===== src/rtl/lane_pkg.sv =====
package lane_pkg;
   typedef enum logic [1:0] {
      SZ_BYTE = 2'b00,
      SZ_HALF = 2'b01,
      SZ_WORD = 2'b10
   } acc_size_e;

   function automatic acc_size_e decode_size(input logic [2:0] code);
      case (code[1:0])
         2'b00:   return SZ_BYTE;
         2'b01:   return SZ_HALF;
         default: return SZ_WORD;
      endcase
   endfunction
endpackage


===== src/rtl/lane_ea.sv =====
module lane_ea #(
   parameter int ADDR_W = 32,
   parameter int OFF_W  = 16
) (
   input  logic [ADDR_W-1:0] i_base,
   input  logic [OFF_W-1:0]  i_off,
   output logic [ADDR_W-1:0] o_ea
);
   localparam int EXT_W = ADDR_W - OFF_W;

   if (OFF_W >= ADDR_W) begin : g_bad_off
      $error("lane_ea: OFF_W must be narrower than ADDR_W");
   end

   logic [ADDR_W-1:0] off_ext;
   assign off_ext = {{EXT_W{i_off[OFF_W-1]}}, i_off};
   assign o_ea    = i_base + off_ext;
endmodule


===== src/rtl/lane_align_chk.sv =====
module lane_align_chk
   import lane_pkg::*;
(
   input  acc_size_e  i_sz,
   input  logic [1:0] i_lo,
   output logic       o_mis
);
   always_comb begin
      case (i_sz)
         SZ_HALF: o_mis = i_lo[0];
         SZ_WORD: o_mis = |i_lo;
         default: o_mis = 1'b0;
      endcase
   end
endmodule


===== src/rtl/lane_store_steer.sv =====
module lane_store_steer
   import lane_pkg::*;
#(
   parameter int DATA_W = 32
) (
   input  logic              i_en,
   input  acc_size_e         i_sz,
   input  logic [1:0]        i_lo,
   input  logic [DATA_W-1:0] i_data,
   output logic [DATA_W/8-1:0] o_be,
   output logic [DATA_W-1:0] o_wdata
);
   localparam int LANES = DATA_W / 8;

   for (genvar k = 0; k < LANES; k++) begin : g_lane
      localparam logic [1:0] KIDX = 2'(k);
      logic pick;
      always_comb begin
         case (i_sz)
            SZ_BYTE: pick = (i_lo == KIDX);
            SZ_HALF: pick = (i_lo[1] == KIDX[1]);
            default: pick = 1'b1;
         endcase
      end
      assign o_be[k] = i_en & pick;

      always_comb begin
         case (i_sz)
            SZ_BYTE: o_wdata[8*k +: 8] = i_data[7:0];
            SZ_HALF: o_wdata[8*k +: 8] = i_data[8*(k%2) +: 8];
            default: o_wdata[8*k +: 8] = i_data[8*k +: 8];
         endcase
      end
   end
endmodule


===== src/rtl/lane_load_extract.sv =====
module lane_load_extract
   import lane_pkg::*;
#(
   parameter int DATA_W = 32
) (
   input  logic              i_en,
   input  acc_size_e         i_sz,
   input  logic              i_unsigned,
   input  logic [1:0]        i_lo,
   input  logic [DATA_W-1:0] i_word,
   output logic [DATA_W-1:0] o_data
);
   logic [7:0]  sel_b;
   logic [15:0] sel_h;
   logic        fill_b, fill_h;

   assign sel_b  = i_word[8*i_lo +: 8];
   assign sel_h  = i_word[16*i_lo[1] +: 16];
   assign fill_b = ~i_unsigned & sel_b[7];
   assign fill_h = ~i_unsigned & sel_h[15];

   always_comb begin
      if (!i_en) begin
         o_data = '0;
      end else begin
         case (i_sz)
            SZ_BYTE: o_data = {{(DATA_W-8){fill_b}}, sel_b};
            SZ_HALF: o_data = {{(DATA_W-16){fill_h}}, sel_h};
            default: o_data = i_word;
         endcase
      end
   end
endmodule


===== src/rtl/lsu_lane_align.sv =====
module lsu_lane_align
   import lane_pkg::*;
#(
   parameter int ADDR_W  = 32,
   parameter int DATA_W  = 32,
   parameter int OFF_W   = 16,
   parameter bit OUT_REG = 1'b1
) (
   input  logic                clk,
   input  logic                rst_n,
   input  logic                i_valid,
   input  logic                i_is_store,
   input  logic [2:0]          i_size,
   input  logic [ADDR_W-1:0]   i_base,
   input  logic [OFF_W-1:0]    i_offset,
   input  logic [DATA_W-1:0]   i_store_data,
   input  logic [DATA_W-1:0]   i_load_word,
   output logic                o_valid,
   output logic [ADDR_W-1:0]   o_addr,
   output logic                o_misalign,
   output logic [DATA_W/8-1:0] o_byte_en,
   output logic [DATA_W-1:0]   o_wdata,
   output logic [DATA_W-1:0]   o_load_data
);
   localparam int LANES = DATA_W / 8;

   if (DATA_W != 32) begin : g_bad_data
      $error("lsu_lane_align: only a 32-bit data port is supported");
   end
   if (ADDR_W < 2) begin : g_bad_addr
      $error("lsu_lane_align: ADDR_W too small");
   end

   acc_size_e         sz;
   logic [ADDR_W-1:0] c_ea;
   logic              mis_raw, c_mis, st_en, ld_en;
   logic [LANES-1:0]  c_be;
   logic [DATA_W-1:0] c_wd, c_ld;

   assign sz = decode_size(i_size);

   lane_ea #(.ADDR_W(ADDR_W), .OFF_W(OFF_W)) u_ea (
      .i_base (i_base),
      .i_off  (i_offset),
      .o_ea   (c_ea)
   );

   lane_align_chk u_chk (
      .i_sz  (sz),
      .i_lo  (c_ea[1:0]),
      .o_mis (mis_raw)
   );

   assign c_mis = i_valid & mis_raw;
   assign st_en = i_valid & i_is_store & ~mis_raw;
   assign ld_en = i_valid & ~i_is_store & ~mis_raw;

   lane_store_steer #(.DATA_W(DATA_W)) u_st (
      .i_en    (st_en),
      .i_sz    (sz),
      .i_lo    (c_ea[1:0]),
      .i_data  (i_store_data),
      .o_be    (c_be),
      .o_wdata (c_wd)
   );

   lane_load_extract #(.DATA_W(DATA_W)) u_ld (
      .i_en       (ld_en),
      .i_sz       (sz),
      .i_unsigned (i_size[2]),
      .i_lo       (c_ea[1:0]),
      .i_word     (i_load_word),
      .o_data     (c_ld)
   );

   if (OUT_REG) begin : g_reg
      always_ff @(posedge clk or negedge rst_n) begin
         if (!rst_n) begin
            o_valid     <= 1'b0;
            o_addr      <= '0;
            o_misalign  <= 1'b0;
            o_byte_en   <= '0;
            o_wdata     <= '0;
            o_load_data <= '0;
         end else begin
            o_valid     <= i_valid;
            o_addr      <= c_ea;
            o_misalign  <= c_mis;
            o_byte_en   <= c_be;
            o_wdata     <= c_wd;
            o_load_data <= c_ld;
         end
      end

      assert_latency_R10: assert property (@(posedge clk) disable iff (!rst_n)
         o_valid == $past(i_valid));
   end else begin : g_comb
      assign o_valid     = i_valid;
      assign o_addr      = c_ea;
      assign o_misalign  = c_mis;
      assign o_byte_en   = c_be;
      assign o_wdata     = c_wd;
      assign o_load_data = c_ld;
   end

   assert_fault_blocks_R4: assert property (@(posedge clk) disable iff (!rst_n)
      o_misalign |-> (o_byte_en == '0 && o_load_data == '0));

   assert_word_align_R3: assert property (@(posedge clk) disable iff (!rst_n)
      (i_valid && sz == SZ_WORD && c_ea[1:0] != 2'b00) |-> c_mis);

   assert_byte_one_lane_R5: assert property (@(posedge clk) disable iff (!rst_n)
      (i_valid && i_is_store && sz == SZ_BYTE) |-> ($countones(c_be) == 1));

   assert_word_full_R7: assert property (@(posedge clk) disable iff (!rst_n)
      (i_valid && i_is_store && sz == SZ_WORD && !c_mis) |-> (c_be == '1));

   assert_ubyte_zero_R8: assert property (@(posedge clk) disable iff (!rst_n)
      (i_valid && !i_is_store && i_size == 3'b100) |-> (c_ld[DATA_W-1:8] == '0));

   assert_idle_quiet_R9: assert property (@(posedge clk) disable iff (!rst_n)
      !o_valid |-> (o_byte_en == '0 && !o_misalign));
endmodule


===== config.mk =====
export PLATFORM = sky130hd
export DESIGN_NAME = lsu_lane_align
export DESIGN_NICKNAME = d
export VERILOG_FILES = /design/src/rtl/lane_pkg.sv /design/src/rtl/lane_ea.sv /design/src/rtl/lane_align_chk.sv /design/src/rtl/lane_store_steer.sv /design/src/rtl/lane_load_extract.sv /design/src/rtl/lsu_lane_align.sv
export SDC_FILE = /design/constraint.sdc
export NUM_CORES = 1
export LEC_CHECK = 0
export BUFFER_PORTS_ARGS = -buffer_cell sky130_fd_sc_hd__buf_4
export CAP_MARGIN = 10
export CORE_MARGIN = 2
export CORE_UTILIZATION = 51
export DETAILED_ROUTE_END_ITERATION = 6
export PLACE_DENSITY = 0.91
export SYNTH_ARGS = -nofsm -noshare
export SYNTH_HDL_FRONTEND = slang
export SYNTH_SLANG_ARGS = --single-unit

===== constraint.sdc =====
create_clock -name clk -period 1.05 [get_ports clk]
set_input_delay 0.21 -clock clk [delete_from_list [all_inputs] [get_ports clk]]
set_output_delay 0.21 -clock clk [all_outputs]
set_load 0.01 [all_outputs]

==> impl_metrics.env, run 1 <==
export IMPL_run_status="stopped before the end"
export IMPL_haltStage="global routing (5_1_grt)"
export IMPL_toolErrorMsg="[ERROR GRT-0232] Routing congestion too high. Check the congestion heatmap in the GUI."
export IMPL_starting_utilization_of_the_core_area=0.530
export IMPL_ios=221
export IMPL_buffer_ports_inserted=220
export IMPL_synth_area_um2=5490
export IMPL_worstEndpointGrtRepair="o_load_data[25]$_DFF_PN0_/D"
export IMPL_grt_max_degree=39
export IMPL_synth_common_cells="sky130_fd_sc_hd__dfrtp_1 (102), sky130_fd_sc_hd__nand2_1 (76), sky130_fd_sc_hd__a21oi_1 (64), sky130_fd_sc_hd__ha_1 (31), sky130_fd_sc_hd__nor2_1 (29)"
export IMPL_postSynthRegisterBits=102
export IMPL_syn_mean_instance_area_um2=9.79
export IMPL_ctsRootBufferMaster="sky130_fd_sc_hd__clkbuf_8"
export IMPL_grt_total_usage=0.875
export IMPL_dp_worst_setup_slack_ns=-1.25
export IMPL_place_congestion=0.928
export IMPL_synth_nets=712
export IMPL_synth_async_reset_ratio=1.00
export IMPL_floorplan_rows=37
export IMPL_cts_sink_count=102
export IMPL_h_tree_depth=3
export IMPL_overflow=456
export IMPL_synth_distinct_cells=60
export IMPL_chip_width_um=108
export IMPL_syn_inst=561
export IMPL_synthTopCellsByArea="sky130_fd_sc_hd__dfrtp_1 (46%), sky130_fd_sc_hd__ha_1 (7.1%), sky130_fd_sc_hd__a21oi_1 (5.8%)"
export IMPL_synth_seq_area_share=0.465
export IMPL_synthDominantCellAreaShare=0.465
export IMPL_synth_ff_type="sky130_fd_sc_hd__dfrtp_1"
export IMPL_synth_yosys_warnings=0
export IMPL_cts_path_max_buffers=2
export IMPL_synth_edff_count=0
export IMPL_largest_area_contributor_in_the_synthesized_netlist="sky130_fd_sc_hd__dfrtp_1"
export IMPL_worst_path_end_type="sequential cell input"
export IMPL_cts_made_buffers=9
export IMPL_yosysMostFrequentCell="sky130_fd_sc_hd__dfrtp_1"
export IMPL_place_hpwl_um=14100
export IMPL_die_height_um=108
==> per-layer routing <==
| metal | global-route usage | GRT overflow |
|---|---|---|
| met4 | 0.996 | 138 |
| met3 | 0.659 | 1 |
| met5 | 0.157 | 0 |
| met1 | 0.820 | 1 |
| met2 | 1.11 | 316 |
==> stage by stage <==
step	utilization	cells	area (µm²)	setup TNS, ns
2_1_floorplan	-	561	5640	-54.27
3_3_place_gp	0.798	1013	8280	-67.86
3_5_place_dp	0.798	1013	8280	-71.67
4_1_cts	0.921	1061	9550	-42.70
==> what timing repair did <==
action                                 in CTS
hold buffers                                9
endpoints found under the hold margin      98
gates resized for setup                   196
setup endpoints to repair                 167
buffers inserted                           25
pin swaps                                  62
==> logic make-up after synthesis <==
logic type	Yosys count	share of synthesized area
buffers and inverters	57	0.0435
muxes	17	0.0351
DFF	102	0.465
adders and majority gates	32	0.0743
AOI/OAI and AO/OA	169	0.207
and+or+nand+nor	151	0.123
xor gates and xnor gates	33	0.0526
==> inputs of run 2 (changes only) <==
- CORE_UTILIZATION: 51 -> 36
- PLACE_DENSITY: 0.91 -> not set
- PLACE_DENSITY_LB_ADDON: not set -> 0.15
==> impl_metrics.env, run 2 <==
export IMPL_synth_common_cells="sky130_fd_sc_hd__dfrtp_1 (102), sky130_fd_sc_hd__nand2_1 (76), sky130_fd_sc_hd__a21oi_1 (64), sky130_fd_sc_hd__ha_1 (31), sky130_fd_sc_hd__nor2_1 (29)"
export IMPL_routed_via_density=5.00
export IMPL_synth_seq_area_share=0.465
export IMPL_yosysMostFrequentCell="sky130_fd_sc_hd__dfrtp_1"
export IMPL_largest_registers="o_addr x32, o_load_data x32, o_wdata x32"
export IMPL_clock_tree_from_tritoncts="done"
export IMPL_fin_worst_hold_slack_ns=0.0573
export IMPL_min_delay_path_class="in -> reg"
export IMPL_synth_distinct_cells=60
export IMPL_crit_path_end_kind="register"
export IMPL_grt_use_met2=0.390
export IMPL_dp_worst_setup_slack_ns=-1.25
export IMPL_period_needed_ns=1.88
export IMPL_cell_internal_pwr_uw=8760
export IMPL_dp_cells=1069
export IMPL_worst_path_max_delay_cell="sky130_fd_sc_hd__fa_2"
export IMPL_timing_critical_path_slowest_cell_delay_ns=0.57
export IMPL_detail_route_iter0_violations=247
export IMPL_synthTopCellsByArea="sky130_fd_sc_hd__dfrtp_1 (46%), sky130_fd_sc_hd__ha_1 (7.1%), sky130_fd_sc_hd__a21oi_1 (5.8%)"
export IMPL_buffer_ports_inserted=220
export IMPL_synth_async_reset_ratio=1.00
export IMPL_routed_via_count=5554
export IMPL_ant_nets=0
export IMPL_synth_ff_type="sky130_fd_sc_hd__dfrtp_1"
export IMPL_place_congestion=0.822
export IMPL_drt_drc_violations_left=0
export IMPL_sequentialPowerShare=0.364
export IMPL_synth_area_um2=5490
export IMPL_drt_wirelength_per_cell_um=16.1
export IMPL_timing_setup_critical_path_class="in -> reg"
export IMPL_cts_made_buffers=9
export IMPL_globalRoute_busiestLayer="met2"
export IMPL_sw_frac_of_total=0.302
export IMPL_crit_fanout=16
export IMPL_vias_in_the_first_global_route=5732
export IMPL_finish_utilization=0.668
export IMPL_run_status="complete, but fails checks"
export IMPL_grt_total_usage=0.219
export IMPL_antenna_diode_count=0
export IMPL_clock_power_share=0.252
export IMPL_postSynthRegisterBits=102
export IMPL_ir_drop_mv=0.776
export IMPL_overflow=0
export IMPL_h_tree_depth=3
export IMPL_worstSetupStartpointType="primary input"
export IMPL_slew_headroom=0.732
export IMPL_starting_utilization_of_the_core_area=0.365
export IMPL_final_critical_path_setup_slack_ns=-0.830
export IMPL_fillers=1131
export IMPL_comb_power_share=0.384
export IMPL_met3_usage=0.0431
export IMPL_cts_sink_count=102
export IMPL_endpoint_arrival_time_on_the_critical_path_ns=2.09
export IMPL_power_density_nw_per_um2=1250
export IMPL_syn_mean_instance_area_um2=9.79
export IMPL_setup_repair_after_global_routing_missed_its_margin="yes"
export IMPL_highest_count_cells_in_the_layout_ignoring_fill_and_taps="sky130_fd_sc_hd__buf_4 (235), sky130_fd_sc_hd__buf_6 (126), sky130_fd_sc_hd__dfrtp_1 (102)"
export IMPL_drt_total_wl_um=17900
export IMPL_synth_nets=712
export IMPL_largest_area_contributor_in_the_synthesized_netlist="sky130_fd_sc_hd__dfrtp_1"
export IMPL_critPathBufInv=3
export IMPL_timing_hold_violations_final=0
export IMPL_area_of_the_die_um2=16300
export IMPL_fin_tns_setup_ns=-40.08
export IMPL_die_height_um=128
export IMPL_cellLeakagePower_uw=0.00478
export IMPL_mostFrequentLayoutCell="sky130_fd_sc_hd__buf_4"
export IMPL_drt_first_pass_iters=5
export IMPL_violations="negative setup slack"
export IMPL_worst_pin_slew_ns=0.402
export IMPL_critical_path_cell_chain="buf_6, ha_4, inv_2, fa_2, mux4_2, nand2_2, a21oi_2, o21bai_4, buf_12, a21oi_1"
export IMPL_placeableCoreArea_um2=15000
export IMPL_worst_ep_required_time_ns=1.26
export IMPL_final_report_setup_violation_count=142
export IMPL_timing_critical_path_max_delay_family="adder cells"
export IMPL_synthDominantCellAreaShare=0.465
export IMPL_slew_violations=0
export IMPL_grt_first_pass_wirelength_um=28200
export IMPL_antenna_violations_before_repair=0
export IMPL_drv_max_cap_violation_count=0
export IMPL_net_switching_power_uw=3790
export IMPL_clk_pin_slew_ns=0.07
export IMPL_ios=221
export IMPL_layout_drive_gt1_share=0.559
export IMPL_global_route_usage_met1=0.262
export IMPL_cts_path_max_buffers=2
export IMPL_place_hpwl_um=13100
export IMPL_grt_max_degree=36
export IMPL_chip_width_um=128
export IMPL_fmax_mhz=532
export IMPL_synth_edff_count=0
export IMPL_syn_inst=561
export IMPL_fin_cells=1110
export IMPL_layout_worst_path_cycle_share=1.79
export IMPL_floorplan_rows=45
export IMPL_synth_yosys_warnings=0
export IMPL_area_sequential_um2=2550
export IMPL_layout_net_count=1069
export IMPL_ctsRootBufferMaster="sky130_fd_sc_hd__clkbuf_16"
export IMPL_areaGrowthSynthToFinish_pct=82.8
export IMPL_multiInputGateArea_um2=3470
run 2: per-layer routing:
layer | share of wire | up-vias | wire [µm]
li1 | - | 2677 | -
met1 | 0.40 | 2666 | 7210
met2 | 0.52 | 186 | 9340
met3 | 0.056 | 25 | 1010
met4 | 0.020 | 0 | 353
met5 | 0 | - | 0
run 2: what timing repair did:
action,in CTS,in global routing
gates resized for setup,181,78
endpoints found under the setup margin,167,167
buffers inserted,17,8
hold buffers,9,0
hold endpoints to repair,22,0
pin swaps,55,46
run 2: area by class of cell:
| class | instances | share of cell area |
|---|---|---|
| multi-input combinational | 402 | 0.346 |
| timing repair buffer | 377 | 0.339 |
| sequential | 102 | 0.254 |
| clock buffer | 12 | 0.0255 |
| tap | 188 | 0.0234 |
| inverter | 26 | 0.00972 |
| clock inverter | 3 | 0.00199 |
run 2: metrics by stage:
| step | area [µm²] | power [µW] |
|---|---|---|
| finish | 10000 | 12500 |
| global route | 10000 | 13200 |
| CTS | 9630 | 12300 |
| detailed placement | 8380 | 8330 |
| global placement | 8380 | 8290 |
| floorplan | 5640 | 6280 |
run 2: cells by family after synthesis:
group	share of synthesized area
AOI/OAI and AO/OA	0.207
and+or+nand+nor	0.123
DFF	0.465
buffers and inverters	0.0435
xor gates and xnor gates	0.0526
adders and majority gates	0.0743
muxes	0.0351
run 2: power groups by stage:
stage | Clock [µW] | Sequential, µW | Combinational, µW
after global placement | 0 | 4550 | 3740
after floorplan | 0 | 4760 | 1520
after detailed placement | 0 | 4550 | 3780
after global routing | 3410 | 4600 | 5180
after CTS | 3250 | 4570 | 4450
final | 3160 | 4570 | 4820
run 2: path summary, 6_finish.rpt:
path / start / endpoint / cells after the start
max: i_base[0] / o_load_data[17] / 10
min: i_store_data[30] / o_wdata[30] / 3
max in group asynchronous: rst_n / o_addr[9] / 3
min in group asynchronous: rst_n / o_wdata[19] / 2
run 2: worst min-delay path: cells and delay by family:
kind	cells	cell delay, ns
AO/OA/AOI/OAI	1	0.05
buffers and inverters	1	0.07
AND/OR/NAND/NOR	1	0.03
No activity file was read; power rests on OpenSTA's default activity.
==> inputs of run 3 (changes only) <==
- clock period: 1.05 -> 2.2 ns (I/O delays scaled with it)
==> impl_metrics.env, run 3 (synthesis results as in run 2) <==
export IMPL_place_congestion=0.870
export IMPL_setup_repair_after_global_routing_missed_its_margin="yes"
export IMPL_routed_via_count=5157
export IMPL_area_of_the_die_um2=16300
export IMPL_ir_drop_mv=0.341
export IMPL_drt_first_pass_iters=4
export IMPL_buffer_ports_inserted=220
export IMPL_chip_width_um=128
export IMPL_h_tree_depth=3
export IMPL_final_critical_path_setup_slack_ns=0.0482
export IMPL_clock_power_share=0.285
export IMPL_layout_net_count=998
export IMPL_endpoint_arrival_time_on_the_critical_path_ns=2.37
export IMPL_period_needed_ns=2.15
export IMPL_detail_route_iter0_violations=190
export IMPL_ctsRootBufferMaster="sky130_fd_sc_hd__clkbuf_16"
export IMPL_clock_tree_from_tritoncts="done"
export IMPL_drv_max_cap_violation_count=0
export IMPL_cts_made_buffers=9
export IMPL_cell_internal_pwr_uw=3730
export IMPL_sequentialPowerShare=0.398
export IMPL_timing_setup_critical_path_class="in -> reg"
export IMPL_slew_headroom=0.654
export IMPL_fmax_mhz=465
export IMPL_worst_setup_path_startpoint="i_base[0]"
export IMPL_drt_total_wl_um=16100
export IMPL_place_hpwl_um=12900
export IMPL_areaGrowthSynthToFinish_pct=50.5
export IMPL_fin_worst_hold_slack_ns=0.0632
export IMPL_worst_ep_required_time_ns=2.41
export IMPL_grt_total_usage=0.196
export IMPL_crit_path_end_kind="register"
export IMPL_dp_worst_setup_slack_ns=-0.386
export IMPL_post_layout_total_power_uw=5370
export IMPL_timing_hold_violations_final=0
export IMPL_antenna_violations_before_repair=1
export IMPL_grt_first_pass_wirelength_um=25400
export IMPL_timing_critical_path_to="o_load_data[25]"
export IMPL_placed_cell_area_um2=7950
export IMPL_starting_utilization_of_the_core_area=0.365
export IMPL_slew_violations=0
export IMPL_worst_pin_slew_ns=0.520
export IMPL_worstSetupStartpointType="primary input"
export IMPL_layout_drive_gt1_share=0.431
export IMPL_mostFrequentLayoutCell="sky130_fd_sc_hd__buf_4"
export IMPL_comb_power_share=0.317
export IMPL_clk_pin_slew_ns=0.08
export IMPL_grt_max_degree=39
export IMPL_routed_via_density=4.95
export IMPL_sw_frac_of_total=0.305
export IMPL_final_report_setup_violation_count=0
export IMPL_floorplan_rows=45
export IMPL_largest_registers="o_addr x32, o_load_data x32, o_wdata x32"
export IMPL_run_status="finished, final reports clean"
export IMPL_power_density_nw_per_um2=650
export IMPL_ios=221
export IMPL_cellLeakagePower_uw=0.00419
export IMPL_ant_nets=0
export IMPL_crit_fanout=16
export IMPL_cts_path_max_buffers=2
export IMPL_net_switching_power_uw=1640
export IMPL_highest_count_cells_in_the_layout_ignoring_fill_and_taps="sky130_fd_sc_hd__buf_4 (303), sky130_fd_sc_hd__dfrtp_1 (102), sky130_fd_sc_hd__nand2_1 (74)"
export IMPL_drt_drc_violations_left=0
export IMPL_drt_wirelength_per_cell_um=15.5
export IMPL_overflow=0
export IMPL_vias_in_the_first_global_route=5270
export IMPL_post_layout_inst_area_um2=8270
export IMPL_die_height_um=128
export IMPL_min_delay_path_class="in -> async"
export IMPL_placeableCoreArea_um2=15000
export IMPL_layout_worst_path_cycle_share=0.978
export IMPL_cts_sink_count=102
==> run 3: cell count changes in the layout (fill, tap and decap cells not counted), sizes merged <==
cell         change
buf             -62
clkbuf           -2
diode            +1
dlygate4sd3      -9
inv              +3
==> run 3: what timing repair did <==
| item | in CTS | in global routing |
|---|---|---|
| pin swaps | 0 | 2 |
| buffers inserted | 0 | 0 |
| resized for setup | 1 | 9 |
| endpoints found under the setup margin | 10 | 27 |
| hold buffers | 0 | 0 |
==> run 3: worst min path at each step <==
stage	cells after the start	endpoint	startpoint
after detailed placement	1	o_load_data[27]	rst_n
after CTS	1	o_load_data[27]	rst_n
after floorplan	0	o_addr[0]	rst_n
after global placement	1	o_load_data[27]	rst_n
final	1	o_load_data[27]	rst_n
after global routing	1	o_load_data[27]	rst_n
==> run 3: metrics by stage <==
stage               TNS (ns)  std cells   util
global route         -0.0306       1040  0.550
floorplan              -3.39        561      -
global placement      -11.95       1024  0.529
detailed placement    -13.45       1024  0.529
CTS                        0       1040  0.548
finish                     0       1041  0.550
==> run 3: routing by layer <==
layer | part of all wire | global-route usage | up-vias
li1 | - | - | 2539
met5 | 0 | 0 | -
met4 | 0.016 | 0.0679 | 0
met3 | 0.060 | 0.0385 | 20
met1 | 0.43 | 0.246 | 2412
met2 | 0.50 | 0.337 | 186
==> run 3: critical path, cell delays in order <==
cell                       delay [ns]
sky130_fd_sc_hd__buf_4           0.09
sky130_fd_sc_hd__ha_4            0.13
sky130_fd_sc_hd__inv_2           0.04
sky130_fd_sc_hd__fa_2            0.58
sky130_fd_sc_hd__mux4_2          0.53
sky130_fd_sc_hd__nand2_2         0.10
sky130_fd_sc_hd__a21oi_2         0.08
sky130_fd_sc_hd__o21bai_4        0.16
sky130_fd_sc_hd__buf_12          0.16
sky130_fd_sc_hd__a21oi_1         0.06
==> run 3: area by class of cell <==
type                            count  area, µm²
Clock buffer                       10        229
Multi-Input combinational cell    402       2760
Tap cell                          188        235
Inverter                           26       97.6
Sequential cell                   102       2550
Fill cell                        1363       6770
Clock inverter                      6       52.6
Antenna cell                        1       2.50
Timing Repair Buffer              306       2330
==> run 3: power by group through the flow <==
stage	sequential [µW]	clock [µW]	combinational (µW)
3_5_place_dp	2180	0	1710
2_1_floorplan	2270	0	699
3_3_place_gp	2180	0	1680
5_1_grt	2160	1640	1860
6_report	2140	1530	1700
4_1_cts	2140	1580	1710
